--- src/rtl/disp_irq_pkg.sv ---
package disp_irq_pkg;
  // identity / raw / enable / mask bit positions
  localparam int ID_USER  = 0;
  localparam int ID_BLC   = 1;
  localparam int ID_PIPE0 = 2;
  // word addresses
  localparam int A_RAW   = 0;
  localparam int A_EN    = 1;
  localparam int A_MASK  = 2;
  localparam int A_IDENT = 3;
  localparam int A_PIPE0 = 4;

  // sticky update: clear-by-one, a new event wins over the clear
  function automatic logic [1:0] sticky_next(logic [1:0] cur, logic [1:0] clr,
                                             logic [1:0] set);
    return (cur & ~clr) | set;
  endfunction

  function automatic logic pipe_source(logic [1:0] en, logic [1:0] st);
    return |(en & st);
  endfunction
endpackage

--- src/rtl/disp_pipe_stat.sv ---
module disp_pipe_stat
  import disp_irq_pkg::*;
(
  input  logic       clk,
  input  logic       rst_n,
  input  logic       vbs_i,
  input  logic       vb_i,
  input  logic       wr_i,
  input  logic [3:0] wdata_i,
  output logic [3:0] ctl_o,
  output logic       src_o
);
  logic [1:0] en_q, st_q, evt_w, clr_w;

  assign evt_w = {vb_i, vbs_i};
  assign clr_w = wr_i ? wdata_i[3:2] : 2'b00;

  always_ff @(posedge clk or negedge rst_n) begin
    if (!rst_n) begin
      en_q <= '0;
      st_q <= '0;
    end else begin
      if (wr_i) en_q <= wdata_i[1:0];
      st_q <= sticky_next(st_q, clr_w, evt_w);
    end
  end

  assign ctl_o = {st_q, en_q};
  assign src_o = pipe_source(en_q, st_q);


  sticky_vbs_chk: assert property (@(posedge clk) disable iff (!rst_n)
    evt_w[0] |=> st_q[0]);

  sticky_vb_chk: assert property (@(posedge clk) disable iff (!rst_n)
    evt_w[1] |=> st_q[1]);

  status_fall_chk: assert property (@(posedge clk) disable iff (!rst_n)
    $fell(st_q[0]) |-> $past(clr_w[0]));
endmodule

--- src/rtl/disp_irq_ident.sv ---
module disp_irq_ident #(
  parameter int NSRC = 4
) (
  input  logic            clk,
  input  logic            rst_n,
  input  logic [NSRC-1:0] src_i,
  input  logic [NSRC-1:0] mask_i,
  input  logic [NSRC-1:0] en_i,
  input  logic [NSRC-1:0] clr_i,
  output logic [NSRC-1:0] ident_o,
  output logic            irq_o
);
  logic [NSRC-1:0] prev_q, ident_q, edge_w, catch_w;

  assign edge_w  = src_i & ~prev_q;
  assign catch_w = edge_w & ~mask_i;

  always_ff @(posedge clk or negedge rst_n) begin
    if (!rst_n) begin
      prev_q  <= '0;
      ident_q <= '0;
    end else begin
      prev_q  <= src_i;
      ident_q <= (ident_q & ~clr_i) | catch_w;
    end
  end

  assign ident_o = ident_q;
  assign irq_o   = |(ident_q & en_i);

  for (genvar i = 0; i < NSRC; i++) begin : g_chk

    ident_set_chk: assert property (@(posedge clk) disable iff (!rst_n)
      $rose(ident_q[i]) |-> $past(src_i[i] && !prev_q[i] && !mask_i[i]));

    ident_hold_chk: assert property (@(posedge clk) disable iff (!rst_n)
      ($past(ident_q[i]) && !$past(clr_i[i])) |-> ident_q[i]);
  end

  irq_off_chk: assert property (@(posedge clk) disable iff (!rst_n)
    (en_i == '0) |-> !irq_o);
endmodule

--- src/rtl/disp_irq_ctrl.sv ---
module disp_irq_ctrl
  import disp_irq_pkg::*;
#(
  parameter int NPIPE = 2,
  parameter int AW    = 3,
  parameter int DW    = (2 + NPIPE > 4) ? 2 + NPIPE : 4
) (
  input  logic             clk,
  input  logic             rst_n,
  input  logic [NPIPE-1:0] vbs_i,
  input  logic [NPIPE-1:0] vb_i,
  input  logic             user_i,
  input  logic             blc_i,
  input  logic [AW-1:0]    reg_addr_i,
  input  logic             reg_wen_i,
  input  logic [DW-1:0]    reg_wdata_i,
  output logic [DW-1:0]    reg_rdata_o,
  output logic             irq_o
);
  localparam int NSRC = 2 + NPIPE;

  logic [NSRC-1:0] en_q, mask_q, raw_w, ident_w, iclr_w;
  logic [NPIPE-1:0] psrc_w;
  logic [3:0] pctl_w [NPIPE];
  logic [DW-1:0] rd_mux, rdata_q;

  for (genvar p = 0; p < NPIPE; p++) begin : g_pipe
    logic pwr;
    assign pwr = reg_wen_i && (int'(reg_addr_i) == A_PIPE0 + p);
    disp_pipe_stat u_pipe (
      .clk(clk), .rst_n(rst_n), .vbs_i(vbs_i[p]), .vb_i(vb_i[p]),
      .wr_i(pwr), .wdata_i(reg_wdata_i[3:0]), .ctl_o(pctl_w[p]),
      .src_o(psrc_w[p]));
  end

  assign raw_w  = {psrc_w, blc_i, user_i};
  assign iclr_w = (reg_wen_i && int'(reg_addr_i) == A_IDENT)
                  ? reg_wdata_i[NSRC-1:0] : '0;

  always_ff @(posedge clk or negedge rst_n) begin
    if (!rst_n) begin
      en_q    <= '0;
      mask_q  <= '1;
      rdata_q <= '0;
    end else begin
      if (reg_wen_i && int'(reg_addr_i) == A_EN)   en_q   <= reg_wdata_i[NSRC-1:0];
      if (reg_wen_i && int'(reg_addr_i) == A_MASK) mask_q <= reg_wdata_i[NSRC-1:0];
      rdata_q <= rd_mux;
    end
  end

  disp_irq_ident #(.NSRC(NSRC)) u_ident (
    .clk(clk), .rst_n(rst_n), .src_i(raw_w), .mask_i(mask_q), .en_i(en_q),
    .clr_i(iclr_w), .ident_o(ident_w), .irq_o(irq_o));

  always_comb begin
    rd_mux = '0;
    case (int'(reg_addr_i))
      A_RAW:   rd_mux[NSRC-1:0] = raw_w;
      A_EN:    rd_mux[NSRC-1:0] = en_q;
      A_MASK:  rd_mux[NSRC-1:0] = mask_q;
      A_IDENT: rd_mux[NSRC-1:0] = ident_w;
      default: ;
    endcase
    for (int p = 0; p < NPIPE; p++)
      if (int'(reg_addr_i) == A_PIPE0 + p) rd_mux[3:0] = pctl_w[p];
  end

  assign reg_rdata_o = rdata_q;


  mask_ident_chk: assert property (@(posedge clk) disable iff (!rst_n)
    (reg_wen_i && int'(reg_addr_i) == A_MASK) |=> ($past(ident_w) & ~ident_w) == '0);
endmodule

--- config.mk ---
export PLATFORM = sky130hd
export DESIGN_NAME = disp_irq_ctrl
export DESIGN_NICKNAME = d
export VERILOG_FILES = /design/src/rtl/disp_irq_pkg.sv /design/src/rtl/disp_pipe_stat.sv /design/src/rtl/disp_irq_ident.sv /design/src/rtl/disp_irq_ctrl.sv
export SDC_FILE = /design/constraint.sdc
export NUM_CORES = 1
export LEC_CHECK = 0
export BUFFER_PORTS_ARGS = -buffer_cell sky130_fd_sc_hd__buf_2
export CORE_ASPECT_RATIO = 0.75
export CORE_MARGIN = 3
export CORE_UTILIZATION = 58
export CTS_CLUSTER_DIAMETER = 60
export DETAILED_ROUTE_END_ITERATION = 10
export PLACE_DENSITY_LB_ADDON = 0.12
export SLEW_MARGIN = 20
export SYNTH_ARGS = -nofsm -noshare
export SYNTH_HDL_FRONTEND = slang
export SYNTH_SLANG_ARGS = --single-unit
--- constraint.sdc ---
create_clock -name clk -period 1.7 [get_ports clk]
set_input_delay 0.255 -clock clk [delete_from_list [all_inputs] [get_ports clk]]
set_output_delay 0.255 -clock clk [all_outputs]
set_load 0.05 [all_outputs]
Yosys cells after proc, flatten, opt, wreduce, memory -nomap -nowiden
Cells that the tools add are included.
W data, S select, Z words.

word-level totals
  register bits = 28
  input bits = 16
  output and inout bits = 5
  word-level logic and storage cells = 48

operators by class
  equal/unequal tests = 8
  multiplexer cells = 6
  bitwise operators = 16
  reductions and logical operators = 9

operators by type and width
  operator              number
  $and A4 B4 Y4         4
  $pmux W4 S4           1
  $eq A3 B3 Y1 const B  4
  $mux W4               3
  $not A4 Y4            3
  $eq A3 B2 Y1 const B  3
  $and A2 B2 Y2         4
  $logic_and A1 B1 Y1   5
  $mux W2               2
  $not A2 Y2            2
  $or A2 B2 Y2          2
  $or A4 B4 Y4          1
  $reduce_or A2 Y1      2
  $reduce_or A4 Y1      1
  $eq A3 B1 Y1 const B  1
  $logic_not A3 Y1      1

Logic depth before layout (Yosys ltp)
Gate-level depths: netlist of the first run.

  word-level depth = 6
  depth in mapped cells = 5
  depth with buffers taken out = 3

Hierarchy
Synthesis of the first run repeated with hierarchy kept, for this count alone.

unflattened totals
  cell total of the unflattened synthesis = 98
  area, all modules = 1358.8 µm²

by module, submodules not included
  module          instances  cells each  area an instance (µm²)  sequential area each (µm²)
  disp_irq_ctrl   1          53          721.9                   305.3
  disp_pipe_stat  2          11          161.4                   100.1
  disp_irq_ident  1          23          314.1                   200.2

Worst setup path after synthesis of the first run
No wires, ideal clock.

  kind = input -> register
  start point = in reg_addr_i[0]
  end point = reg g_pipe[0].u_pipe.en_q[0]
  library setup time = 0.125 ns
  arrival = 1.059 ns
  required time = 1.575 ns
  path slack = 0.516 ns
  cell stages on the path = 3
  buffers on the path = 1
  cell sequence = buf_4 > and4bb_2 > mux2_2

between the ends
  word-level cells in the longest chain between the ends = 2

RTL lines
  item                  RTL line              source
  start, declared       disp_irq_ctrl.sv:14   input logic [AW-1:0] reg_addr_i,
  $eq A3 B3 Y1          disp_irq_ctrl.sv:29   assign pwr = reg_wen_i && (int'(reg_addr_i) == A_PIPE0 + p);
  $logic_and A1 B1 Y1   disp_irq_ctrl.sv:29
  end signal, assigned  disp_pipe_stat.sv:23  if (wr_i) en_q <= wdata_i[1:0];
  end, declared         disp_pipe_stat.sv:13  logic [1:0] en_q, st_q, evt_w, clr_w;

Every way passes these cells.
A chain may end at the register's enable or synchronous reset.

Final worst setup path of the first run
  start point = reg en_q[2]
  end point = out irq_o

between the ends
  word-level cells in the longest chain between the ends = 2

RTL lines
  item              RTL line              source
  start, declared   disp_irq_ctrl.sv:22   logic [NSRC-1:0] en_q, mask_q, raw_w, ident_w, iclr_w;
  $and A4 B4 Y4     disp_irq_ident.sv:29  assign irq_o = |(ident_q & en_i);
  $reduce_or A4 Y1  disp_irq_ident.sv:29
  end, declared     disp_irq_ctrl.sv:18   output logic irq_o

Every way passes these cells.

==> results of run 1 <==
## per-stage QoR
step,instances,hold WS [ps]
3_5_place_dp,137,291.8
6_report,142,57.91
2_1_floorplan,96,-40.59
3_3_place_gp,137,283.5
5_1_grt,142,39.87
4_1_cts,142,48.74
## final cells by class
cell class	count	area [µm²]
Multi-Input combinational cell	64	565.5
Clock buffer	4	36.28
Tap cell	24	30.03
Timing Repair Buffer	22	117.6
Fill cell	167	611.8
Sequential cell	28	705.7
## worst max-delay path by stage
stage / startpoint / depth (start not counted) / to
final: en_q[2] / 3 / irq_o
after floorplan: reg_addr_i[0] / 3 / g_pipe[0].u_pipe.en_q[0]
after global routing: u_ident.ident_o[2] / 3 / irq_o
after CTS: en_q[2] / 3 / irq_o
after global placement: reg_addr_i[0] / 3 / en_q[0]
after detailed placement: reg_addr_i[1] / 4 / en_q[1]
## registers in the layout, summed over array words and instances, names as in the netlist
signal / cells
u_ident.ident_o: 4
mask_q: 4
u_ident.prev_q: 4
en_q: 4
g_pipe.u_pipe.en_q: 4
reg_rdata_o: 4
g_pipe.u_pipe.st_q: 4
## synth_stat cells, types with 4 or more instances
cell type / n
dfrtp_1: 24
a21o_1: 4
nor2_1: 4
mux2_4: 4
mux2_2: 8
a22o_1: 6
nand2b_1: 4
dfstp_2: 4
nand2_1: 7
mux2i_1: 6
## cell families (layout without fill, tap and decap cells)
kind of cell    after synthesis  count (layout)  synth area share
flops                        28              28            0.5392
buf+inv                       4              26           0.02868
compound gates               18              18            0.1071
simple gates                 26              26            0.1300
mux                          20              20            0.1950
## report_power, final
group	switching (mW)	total, mW	internal (mW)	leakage, nW
registers	0.0752	0.868	0.793	0.307
clock network	0.184	0.316	0.131	0.0210
logic	0.204	0.379	0.175	0.303
## what timing repair did
item	4_1_cts	5_1_grt
hold endpoints to repair	24	0
setup endpoints to repair	0	0
buffers inserted	0	0
hold buffers	1	0
## critical path, cell delays in order, from the launching register on
cell	delay, ps
dfrtp_1	420
a22oi_1	230
nand2_1	60
buf_2	210
## metal layers
metal	share of wire	routed length (µm)	GRT usage	vias up
met5	0	0	0	-
met4	0.0033	8	0.02597	0
met3	0.062	151	0.04945	2
met2	0.47	1138	0.3156	36
met1	0.46	1129	0.2904	422
li1	-	-	-	403
==> results.py, run 1 <==
metrics = {
    "synthesis": {
        "yosysTopAreaCellShare": 0.4589,
        "async_flop_share": 1.000,
        "synth_edf_count": 0,
        "synth.distinct_cells": 27,
        "avgSynthCellArea_um2": 13.63,
        "synth_flop_cell": "dfrtp_1",
        "synth_area_leaders": "dfrtp_1 46%, dfstp_2 8.0%, mux2_2 6.9%",
        "post_synth_inst_count": 96,
        "syn_nets": 112,
        "yosysWarnings": 0,
        "synth_top_cell_by_area": "dfrtp_1",
        "netlist_area_um2": 1309,
        "ys_ff_latch": 28,
        "ys_seq_area_frac": 0.5392,
    },
    "floorplanning": {
        "die_h_um": 47.14,
        "die_area_um2": 2868,
        "ios": 21,
        "die_w_um": 60.85,
        "start_util": 0.6332,
        "core_um2": 2067,
        "rows": 14,
    },
    "timing": {
        "fin_skew_ps": 3.339,
        "hold_violations": 0,
        "fmax_mhz": 664.8,
        "setup_ws_ps": 195.8,
        "final.setup.tns_ps": 0,
        "tightest_slew_ps": 598.5,
        "finalMaxSlewViolations": 0,
        "finalSetupViolCount": 0,
        "slew_headroom": 0.6010,
        "rsz0062_at_grt": "no",
        "period_needed_ps": 1504,
        "finalCritPeriodShare": 0.8848,
    },
    "worst_setup_path": {
        "crit_type": "flop to primary output",
        "cp.required_ps": 1440,
        "critPathMaxFanout": 3,
        "worstSetupEndpointType": "primary output",
        "ff2ff_setup_slack_ps": 550,
        "reg2regPathDepth": 3,
        "r2r_start": "g_pipe[1].u_pipe.en_q[0]",
        "worstPathArrival_ps": 1250,
        "r2r_end": "reg_rdata_o[3]",
        "worst_setup_path_start_kind": "flop",
    },
    "clock_network": {
        "cts-resized-gates": 0,
        "cts_buffers": 3,
        "clockRootBuffer": "clkbuf_4",
        "cts_num_sinks": 28,
        "clock_latency_ps": 320,
        "clockBufferDepth": 2,
        "htreeDepth": 1,
        "cts_tree": "built",
        "path_clk_slew_ps": 140,
    },
    "grt": {
        "grt_pass1_wl_um": 4098,
        "grt_pass1_vias": 841,
        "grt_max_degree": 29,
        "grtUsageTotal": 0.2000,
        "antenna_found_initial": 0,
        "grt_overflow": 0,
    },
    "min_path": {
        "hp-class": "input port to flop",
        "hold_depth": 1,
        "worstHoldStart": "blc_i",
        "holdPathEnd": "u_ident.prev_q[1]",
    },
    "route": {
        "vias": 863,
        "postRouteAntennaNets": 0,
        "wire_per_inst_um": 17.10,
        "post-route-drc-count": 0,
        "drt-total-wl_um": 2428,
        "viasPerCell": 6.077,
        "drtIter0Drc": 27,
        "dr.pass1.iters": 4,
    },
    "finish": {
        "final_common_cell": "dfrtp_1",
        "drive_gt1_frac": 0.4237,
        "fin_area_um2": 1455,
        "post-route-util": 0.7040,
        "final_cell_mix": "24 x dfrtp_1, 20 x buf_2, 8 x mux2_2",
        "final_nets": 135,
        "n_antenna_cell": 0,
        "area_growth_pct": 11.19,
    },
    "power_and_ir_drop": {
        "power_mw": 1.562,
        "p_per_area_nw_per_um2": 1073,
        "ir_drop_v": 0.0005266,
        "p_leak_nw": 0.6306,
    },
    "status": {
        "outcome": "completed",
    },
    "placement": {
        "gp_congestion": 0.8067,
        "portBuffers": 20,
        "dpl.hpwl_um": 1850,
        "post_dp_cell_area_um2": 1409,
        "pre_cts_slack_ps": 314.4,
    },
    "run": {
        "maxCapViolCount": 0,
    },
}
Note: power is estimated with default switching activity, not from simulation.
==> inputs of run 2 (changes only) <==
--- a/config.mk
+++ b/config.mk
@@ -5,7 +5,7 @@
 export SDC_FILE = /design/constraint.sdc
 export NUM_CORES = 1
 export LEC_CHECK = 0
-export BUFFER_PORTS_ARGS = -buffer_cell sky130_fd_sc_hd__buf_2
+export BUFFER_PORTS_ARGS = -buffer_cell sky130_fd_sc_hd__clkbuf_2
 export CORE_ASPECT_RATIO = 0.75
 export CORE_MARGIN = 3
 export CORE_UTILIZATION = 58
==> run 2 against run 1 <==
- die area unchanged
- via count increased by 0.46%
- largest cell class unchanged
- register-to-register slack got worse by 40 ps
- cell count unchanged
==> results.py, run 2 (synthesis gave the netlist of run 1 again) <==
metrics = {
    "timing": {
        "final.setup.tns_ps": 0,
        "period_needed_ps": 1560,
        "rsz0062_at_grt": "no",
        "tightest_slew_ps": 670.1,
        "fmax_mhz": 640.8,
        "finalSetupViolCount": 0,
        "slew_headroom": 0.5533,
        "finalCritPeriodShare": 0.9179,
        "hold_violations": 0,
        "finalMaxSlewViolations": 0,
        "fin_skew_ps": 2.211,
    },
    "grt": {
        "grtUsageTotal": 0.2142,
        "grt_pass1_vias": 842,
        "grt_max_degree": 29,
        "grt_overflow": 0,
        "antenna_found_initial": 0,
        "grt_pass1_wl_um": 4195,
    },
    "placement": {
        "portBuffers": 20,
        "gp_congestion": 0.8388,
        "dpl.hpwl_um": 1946,
        "dp.cells": 137,
    },
    "finish": {
        "final_common_cell": "dfrtp_1",
        "area_growth_pct": 11.19,
        "fillers": 168,
        "final_nets": 135,
        "post-route-util": 0.7040,
        "final_cell_mix": "24 x dfrtp_1, 20 x clkbuf_2, 8 x mux2_2",
        "final_cells": 142,
        "n_antenna_cell": 0,
        "drive_gt1_frac": 0.4237,
    },
    "worst_setup_path": {
        "worst_setup_path_start_kind": "flop",
        "crit_type": "flop to primary output",
        "crit_slowest_cell": "dfrtp_1",
        "max_stage_delay_ps": 420,
        "worstSetupEndpointType": "primary output",
        "critPathBufInv": 1,
        "critPathTopFamily": "flip-flops",
        "crit_chain": "a22oi_1 -> nand2_1 -> clkbuf_2",
        "critPathMaxFanout": 3,
        "cp.required_ps": 1440,
        "worstPathArrival_ps": 1310,
    },
    "clock_network": {
        "cts_num_sinks": 28,
        "postCtsSetupBuffers": 0,
        "cts-resized-gates": 0,
        "cts_buffers": 3,
        "clock_latency_ps": 330,
        "clockBufferDepth": 2,
        "htreeDepth": 1,
        "path_clk_slew_ps": 140,
        "clockRootBuffer": "clkbuf_4",
        "cts_tree": "built",
    },
    "floorplanning": {
        "start_util": 0.6332,
        "core_um2": 2067,
        "rows": 14,
        "die_h_um": 47.14,
        "ios": 21,
        "die_w_um": 60.85,
        "die_area_um2": 2868,
    },
    "route": {
        "postRouteAntennaNets": 0,
        "post-route-drc-count": 0,
        "drt-total-wl_um": 2561,
        "wire_per_inst_um": 18.04,
        "drtIter0Drc": 45,
        "dr.pass1.iters": 4,
        "vias": 867,
        "viasPerCell": 6.106,
    },
    "status": {
        "outcome": "completed",
    },
    "power_and_ir_drop": {
        "p_leak_nw": 0.6345,
        "power_mw": 1.573,
        "p_per_area_nw_per_um2": 1081,
        "ir_drop_v": 0.0006976,
    },
    "min_path": {
        "hp-class": "input port to flop",
    },
    "run": {
        "maxCapViolCount": 0,
    },
}
-- run 2: cell types whose count changed in the layout (fill, tap and decap cells not counted), sizes merged --
cell    before  now
buf         21    1
clkbuf       4   24
-- run 2: power by group --
part           switching, mW  internal, mW
Clock                  0.189         0.131
Sequential            0.0765         0.793
Combinational          0.209         0.174
Total                  0.475          1.10
-- run 2: cell type report --
cell class	instances	area, µm²	area share
Clock buffer	4	36.28	0.02494
Multi-Input combinational cell	64	565.5	0.3886
Sequential cell	28	705.7	0.4850
Tap cell	24	30.03	0.02064
Timing Repair Buffer	22	117.6	0.08083
-- run 2: final timing paths --
kind | startpoint | end | slack, ps | depth (start not counted)
min in group asynchronous | rst_n | u_ident.ident_o[1] | 470 | 2
worst max register to register | g_pipe[0].u_pipe.en_q[1] | reg_rdata_o[2] | 510 | 3
worst min register to register | g_pipe[0].u_pipe.st_q[1] | g_pipe[0].u_pipe.st_q[1] | 530 | 1
worst min-delay path | user_i | u_ident.prev_q[0] | 50 | 1
max in group asynchronous | rst_n | g_pipe[1].u_pipe.st_q[1] | 800 | 2
worst max-delay path | en_q[2] | irq_o | 140 | 3
-- run 2: what timing repair did --
action                     CTS  global route
hold endpoints to repair    24             0
hold buffers                 1             0
setup endpoints to repair    0             0
-- run 2: per-layer routing --
layer,share of wire,GRT usage,vias up
met3,0.044,0.05769,5
li1,-,-,400
met5,0,0,-
met1,0.46,0.3009,436
met2,0.48,0.3177,26
met4,0.014,0.08658,0
-- run 2: per-stage QoR --
stage	area [µm²]	hold WS, ps	setup slack, ps
2_1_floorplan	1309	-40.59	515.9
3_3_place_gp	1409	310.2	316.8
3_5_place_dp	1409	320.6	276.1
4_1_cts	1455	34.34	113.0
5_1_grt	1455	22.79	71.28
6_report	1455	52.17	139.5
